**config.mk**
```make
export PLATFORM = sky130hd
export DESIGN_NAME = hyst_current_reg
export DESIGN_NICKNAME = d
export VERILOG_FILES = /design/src/rtl/hyst_current_reg.sv
export SDC_FILE = /design/constraint.sdc
export NUM_CORES = 1
export LEC_CHECK = 0
export BUFFER_PORTS_ARGS = -buffer_cell sky130_fd_sc_hd__buf_2
export CAP_MARGIN = 10
export CORE_MARGIN = 3
export CORE_UTILIZATION = 55
export CTS_BUF_LIST = sky130_fd_sc_hd__clkbuf_8
export CTS_CLUSTER_DIAMETER = 150
export DETAILED_ROUTE_END_ITERATION = 6
export PLACE_DENSITY_LB_ADDON = 0.05
export SLEW_MARGIN = 20
export SYNTH_ARGS = -nofsm -noshare
export SYNTH_HDL_FRONTEND = slang
export SYNTH_SLANG_ARGS = --single-unit
export TNS_END_PERCENT = 5
```
**constraint.sdc**
```tcl
create_clock -name clk -period 3.6 [get_ports clk]
set_input_delay 0.18 -clock clk [delete_from_list [all_inputs] [get_ports clk]]
set_output_delay 0.18 -clock clk [all_outputs]
set_load 0.01 [all_outputs]
```
**src/rtl/hyst_current_reg.sv**
```systemverilog
module hyst_current_reg #(
  parameter int CW        = 10,
  parameter int BLANK_CYC = 6
) (
  input  logic          clk,
  input  logic          rst_n,
  input  logic          enable,
  input  logic [CW-1:0] set_point,
  input  logic [2:0]    hyst_code,
  input  logic [CW-1:0] sample,
  input  logic          sample_valid,
  output logic          gate_on,
  output logic          low_cross
);

  localparam int BW = $clog2(BLANK_CYC + 1);
  localparam logic [BW-1:0] BLANK_LOAD = BW'(BLANK_CYC);

  logic [BW-1:0] blank_q;
  logic          run_q;
  logic [CW-1:0] half;
  logic [CW:0]   upper;
  logic [CW-1:0] lower;
  logic          active, open_win, hit_hi, hit_lo;

  always_comb begin
    case (hyst_code)
      3'd0:    half = CW'(8);
      3'd1:    half = CW'(15);
      3'd2:    half = CW'(22);
      3'd3:    half = CW'(29);
      3'd4:    half = CW'(33);
      3'd5:    half = CW'(37);
      3'd6:    half = CW'(42);
      default: half = CW'(50);
    endcase
  end

  assign active   = enable && (set_point != '0);
  assign upper    = {1'b0, set_point} + {1'b0, half};
  assign lower    = (set_point > half) ? (set_point - half) : CW'(1);
  assign open_win = run_q && (blank_q == '0) && sample_valid;
  assign hit_hi   = open_win &&  gate_on && ({1'b0, sample} > upper);
  assign hit_lo   = open_win && !gate_on && (sample < lower);

  always_ff @(posedge clk) begin
    if (!rst_n) begin
      gate_on   <= 1'b0;
      low_cross <= 1'b0;
      blank_q   <= '0;
      run_q     <= 1'b0;
    end else begin
      low_cross <= 1'b0;
      if (!active) begin
        gate_on <= 1'b0;
        blank_q <= '0;
        run_q   <= 1'b0;
      end else if (!run_q) begin
        gate_on <= 1'b1;
        blank_q <= BLANK_LOAD;
        run_q   <= 1'b1;
      end else if (blank_q != '0) begin
        blank_q <= blank_q - 1'b1;
      end else if (hit_hi) begin
        gate_on <= 1'b0;
        blank_q <= BLANK_LOAD;
      end else if (hit_lo) begin
        gate_on   <= 1'b1;
        low_cross <= 1'b1;
        blank_q   <= BLANK_LOAD;
      end
    end
  end

  assert_idle_off_R2: assert property (@(posedge clk) disable iff (!rst_n)
    !active |=> !gate_on && !low_cross);

  assert_blank_hold_R6: assert property (@(posedge clk) disable iff (!rst_n)
    (active && run_q && blank_q != '0) |=> $stable(gate_on));

  assert_invalid_hold_R9: assert property (@(posedge clk) disable iff (!rst_n)
    (active && run_q && !sample_valid) |=> $stable(gate_on));

  assert_strobe_rise_R10: assert property (@(posedge clk) disable iff (!rst_n)
    low_cross |-> gate_on && !$past(gate_on));

  assert_strobe_single_R10: assert property (@(posedge clk) disable iff (!rst_n)
    low_cross |=> !low_cross);

  assert_off_above_R4: assert property (@(posedge clk) disable iff (!rst_n)
    (gate_on && $fell(gate_on) == 1'b0 && active && run_q && blank_q == '0 && sample_valid
     && ({1'b0, sample} > upper)) |=> !gate_on);

endmodule

```
Word level (Yosys, flattened, before mapping)
Index checks and enable logic that the tools add are counted.
{ "word_totals": {"register_bits": 6} }
{ "classes": {"n_addsub": 3, "order_cmp": 3, "n_eq_ne": 9, "n_mux": 12, "bitwise_logic": 3, "reduce_logical": 17} }
{ "ops": {"columns": ["op", "n"], "rows": [
  ["$pmux W6 S7", 1],
  ["$mux W3", 4],
  ["$add A10 B10 Y11", 1],
  ["$gt A10 B11 Y1", 1],
  ["$gt A10 B10 Y1", 1],
  ["$lt A10 B10 Y1", 1],
  ["$mux W10", 1],
  ["$reduce_bool A10 Y1", 1],
  ["$sub A10 B10 Y10", 1],
  ["$eq A3 B3 Y1 const B", 3],
  ["$logic_and A1 B1 Y1", 7],
  ["$eq A3 B2 Y1 const B", 2],
  ["$logic_not A3 Y1", 2],
  ["$mux W1", 6],
  ["$reduce_bool A3 Y1", 2],
  ["$reduce_or A5 Y1", 1],
  ["$ne A4 B1 Y1 const B", 1],
  ["$reduce_and A2 Y1", 2],
  ["$eq A3 B1 Y1 const B", 1],
  ["$ne A3 B1 Y1 const B", 1],
  ["$not A1 Y1", 3],
  ["$reduce_and A3 Y1", 1],
  ["$sub A3 B1 Y3 const B", 1],
  ["$ne A2 B2 Y1 const B", 1],
  ["$logic_not A1 Y1", 1]
]} }

Depth between registers and ports, before layout
{ "logic_depth": {"word_depth": 10, "mapped_depth": 18, "mapped_depth_nobuf": 18} }

Worst setup path before layout
Ideal clock, no wire load.
{ "synth_path": {"kind": "input-to-reg", "startpoint": "input hyst_code[2]", "endpoint": "register blank_q[0]", "setup_time_ns": 0.116, "t_arrival_ns": 3.184, "required_time_ns": 3.484, "path_slack_ns": 0.300, "stages": 17, "n_path_buf": 0, "cell_sequence": "nand2_1 > a21boi_0 > ha_1 > fa_1 > nor2b_1 > o221ai_1 > nand2_1 > o21ai_0 > nand2_1 > nand2_1 > ha_1 > and4_1 > a21o_1 > a211o_1 > a21o_1 > nor3b_1 > o211a_1"} }
{ "synth_via": {"elab_chain_cells": 7} }
{ "synth_rtl": {"columns": ["element", "line_no", "source"], "rows": [
  ["from (decl)", "9", "input logic [2:0] hyst_code,"],
  ["$eq A3 B3 Y1, or another cell as far along", "27", "case (hyst_code)"],
  ["$pmux W6 S7 *", "27", null],
  ["$sub A10 B10 Y10, or another cell as far along", "41", "assign lower = (set_point > half) ? (set_point - half) : CW'(1);"],
  ["$mux W10 / $gt A10 B11 Y1 (equally long branches)", "41, 43", null],
  ["$lt A10 B10 Y1 / $logic_and A1 B1 Y1 (equally long branches)", "44, 43", null],
  ["$logic_and A1 B1 Y1 / $mux W3 (equally long branches)", "44, 64", null],
  ["$reduce_bool A3 Y1 (no source line) / $mux W3 (equally long branches)", null, null],
  ["to (signal assigned)", "63", "blank_q <= blank_q - 1'b1;"],
  ["to (decl)", "19", "logic [BW-1:0] blank_q;"]
]} }
Mark *: on every way between the ends. The rest lies on a longest branch, timed or not.
A chain may end at the register's enable or synchronous reset.

Worst setup path in the final report
{ "layout_path": {"startpoint": "input hyst_code[1]", "endpoint": "register blank_q[0]"} }
Same word-level chain as after synthesis.

==> results_dict.tcl <==
set metrics [dict create \
    outcome "finished clean" \
    finClkSkew_ns 0.00450 \
    wire_per_inst_um 14.7 \
    worst-setup-path-type "in -> reg" \
    ys_seq_elements 6 \
    vias_per_cell 5.87 \
    crit_required_ns 3.71 \
    synth.avg_cell_area_um2 7.88 \
    tightest_slew_ns 0.487 \
    pwr-share-seq_pct 13.8 \
    die_h_um 58.9 \
    fin_crit_ns 3.48 \
    die_w_um 58.9 \
    use_met2_pct 40.2 \
    fin_total_pwr_uw 531 \
    io_pins 29 \
    critPathArrivalTime_ns 3.59 \
    dieArea_um2 3460 \
    dp_cells 272 \
    vdd_drop_max_uv 309 \
    syn_area_um2 1540 \
    first_pass_iters 4 \
    postRouteAntennaNets 0 \
    slew_violations 0 \
    grt_max_degree 10 \
    dp_hpwl_mm 3.32 \
    yosys_warnings 0 \
    async_reset_ff_share_pct 0 \
    setup_viol 0 \
    path_clk_slew_ns 0.04 \
    leakage_nw 0.996 \
    coreArea_um2 2570 \
    cp-end-kind "register" \
    fin_crit_sh_pct 96.6 \
    gr-total-overflow 0 \
    ys_seq_area_share_pct 7.82 \
    power.net_switching_uw 218 \
    max_freq_mhz 287 \
    first_iter_violations 51 \
    place.gp.congestion 0.869 \
    grt_pass1_vias 1555 \
    yosysTopAreaCell "ha_1" \
    yosysTopAreaCellShare_pct 27.7 \
    relSlewSlack_pct 67.4 \
    instances_no_fill 277 \
    hold_path_class "in -> reg" \
    final_cell_mix "ha_1 (31), buf_2 (28), buf_4 (26), inv_1 (17), nand2_1 (12)" \
    p_int_uw 314 \
    num_rows 18 \
    cts_tree "built" \
    synthTopCellsByArea "ha_1 (28%), dfxtp_1 (7.8%), xnor2_1 (5.7%), inv_1 (4.6%), nand2_1 (3.4%)" \
    setup_tns_ns 0 \
    startpoint_type "input port" \
    clk_path_buf_depth 2 \
    synth_cell_types 47 \
    clock_sinks 6 \
    swShare_pct 41.0 \
    busiest_layer "met2" \
    synth_flop_cell "dfxtp_1" \
    maxCapViolations 0 \
    grtUsageMet1_pct 30.5 \
    portBuffers 28 \
    comb_power_share_pct 66.5 \
    grt_first_pass_wirelength_mm 6.42 \
    holdWs_ns 0.249 \
    post-route-drc-count 0 \
    final_common_cell "ha_1" \
    via_count 1627 \
    ctsHoldBuffers 0 \
    syn-num-nets 258 \
    drive_gt1_share_pct 34.0 \
    grtUsageTotal_pct 23.7 \
    n_antenna_cell 0 \
    grt_use_met3_pct 4.61 \
    synth_cells 195 \
    cts-htree-levels 1 \
    antenna_found_initial 0 \
    clock-root-buffer "clkbuf_8" \
    area_growth_pct 32.6 \
    crit_fanout 5 \
    synth-edff-count 0 \
    wirelength_mm 4.09 \
    clk_latency_ns 0.23 \
    hold_violations 0 \
    cts_buffers 3 \
    initial_core_util_pct 59.8 \
    power_density_nw_per_um2 261 \
    finalNetCount 312 \
    clock_power_share_pct 19.7 \
]
## per-stage QoR
stage / instance area (um^2) / worst slack [ns] / utilization, %
finish: 2040 / 0.122 / 79.3
global route: 2040 / -0.0861 / 79.3
CTS: 1920 / 0.00836 / 74.7
detailed placement: 1860 / -0.316 / 72.6
global placement: 1860 / -0.183 / 72.6
floorplan: 1540 / 0.300 / -
## logic make-up (layout without fill, tap and decap cells)
logic type,after synthesis,in the layout,synth area share (%)
and+or+nand+nor,62,62,22.6
AOI/OAI and AO/OA,48,48,21.8
adders and majority gates,36,36,30.3
buffers and inverters,25,77,6.92
xor gates and xnor gates,15,15,8.55
DFF,6,6,7.82
muxes,3,3,1.95
## power by group through the flow
stage	clock [mW]	sequential (mW)	combinational (mW)
2_1_floorplan	0	0.0733	0.204
3_3_place_gp	0	0.0734	0.307
3_5_place_dp	0	0.0738	0.320
4_1_cts	0.106	0.0729	0.323
5_1_grt	0.111	0.0735	0.396
6_report	0.105	0.0732	0.353
## cell usage after synthesis, types with 2 or more instances
cell,number
a211oi_1,4
a21boi_0,2
a21o_1,5
a21oi_1,9
a31oi_1,3
and2_1,2
and3_1,3
buf_2,3
dfxtp_1,6
fa_1,2
ha_1,34
inv_1,19
mux2i_1,3
nand2_1,14
nand2b_1,4
nand3_1,4
nand3b_1,2
nand4_1,3
nor2_1,11
nor2b_1,5
nor3_1,4
nor4_1,2
o21ai_0,9
o21ba_2,2
o21bai_1,3
o221ai_1,2
o311ai_0,2
xnor2_1,10
xor2_1,5
## timing repair
action | CTS | global route
resized for setup | 2 | 28
setup buffers | 0 | 2
endpoints found under the setup margin | 2 | 5
pin swaps | 1 | 12
## flip-flops by register name (all words and copies together) (netlist names)
name	count
gate_on	1
low_cross	1
blank_q	3
run_q	1
## final cells by class
| class | count | area [um^2] |
|---|---|---|
| Inverter | 20 | 77.6 |
| Multi-Input combinational cell | 164 | 1430 |
| Fill cell | 186 | 531 |
| Sequential cell | 6 | 120 |
| Timing Repair Buffer | 54 | 335 |
| Clock buffer | 3 | 41.3 |
| Tap cell | 30 | 37.5 |
## final timing paths
| check | startpoint | end | slack [ns] | cells past startpoint |
|---|---|---|---|---|
| max | hyst_code[1] | blank_q[0]$_SDFFE_PN0P_ | 0.12 | 18 |
| max reg2reg | blank_q[0]$_SDFFE_PN0P_ | blank_q[0]$_SDFFE_PN0P_ | 1.33 | 8 |
| min | enable | run_q$_SDFF_PN0_ | 0.25 | 3 |
| min reg2reg | gate_on$_SDFFE_PN0P_ | gate_on$_SDFFE_PN0P_ | 0.52 | 2 |
## metal layers
metal	vias to the layer above	wire, um
met5	-	0
met4	0	23
met3	4	227
met2	53	2040
met1	758	1790
li1	812	-
## critical path: stages
cell	delay [ns]
buf_2	0.15
buf_4	0.13
nand2_1	0.06
xnor2_1	0.14
ha_1	0.25
or2_2	0.33
o221ai_2	0.20
nand2_1	0.13
buf_4	0.17
nor3_2	0.12
mux2i_1	0.24
ha_1	0.27
o21ai_0	0.18
o2111ai_1	0.15
a211o_1	0.28
a21o_1	0.22
nor3b_2	0.18
o211a_1	0.21
No activity file was read; power rests on OpenSTA's default activity.
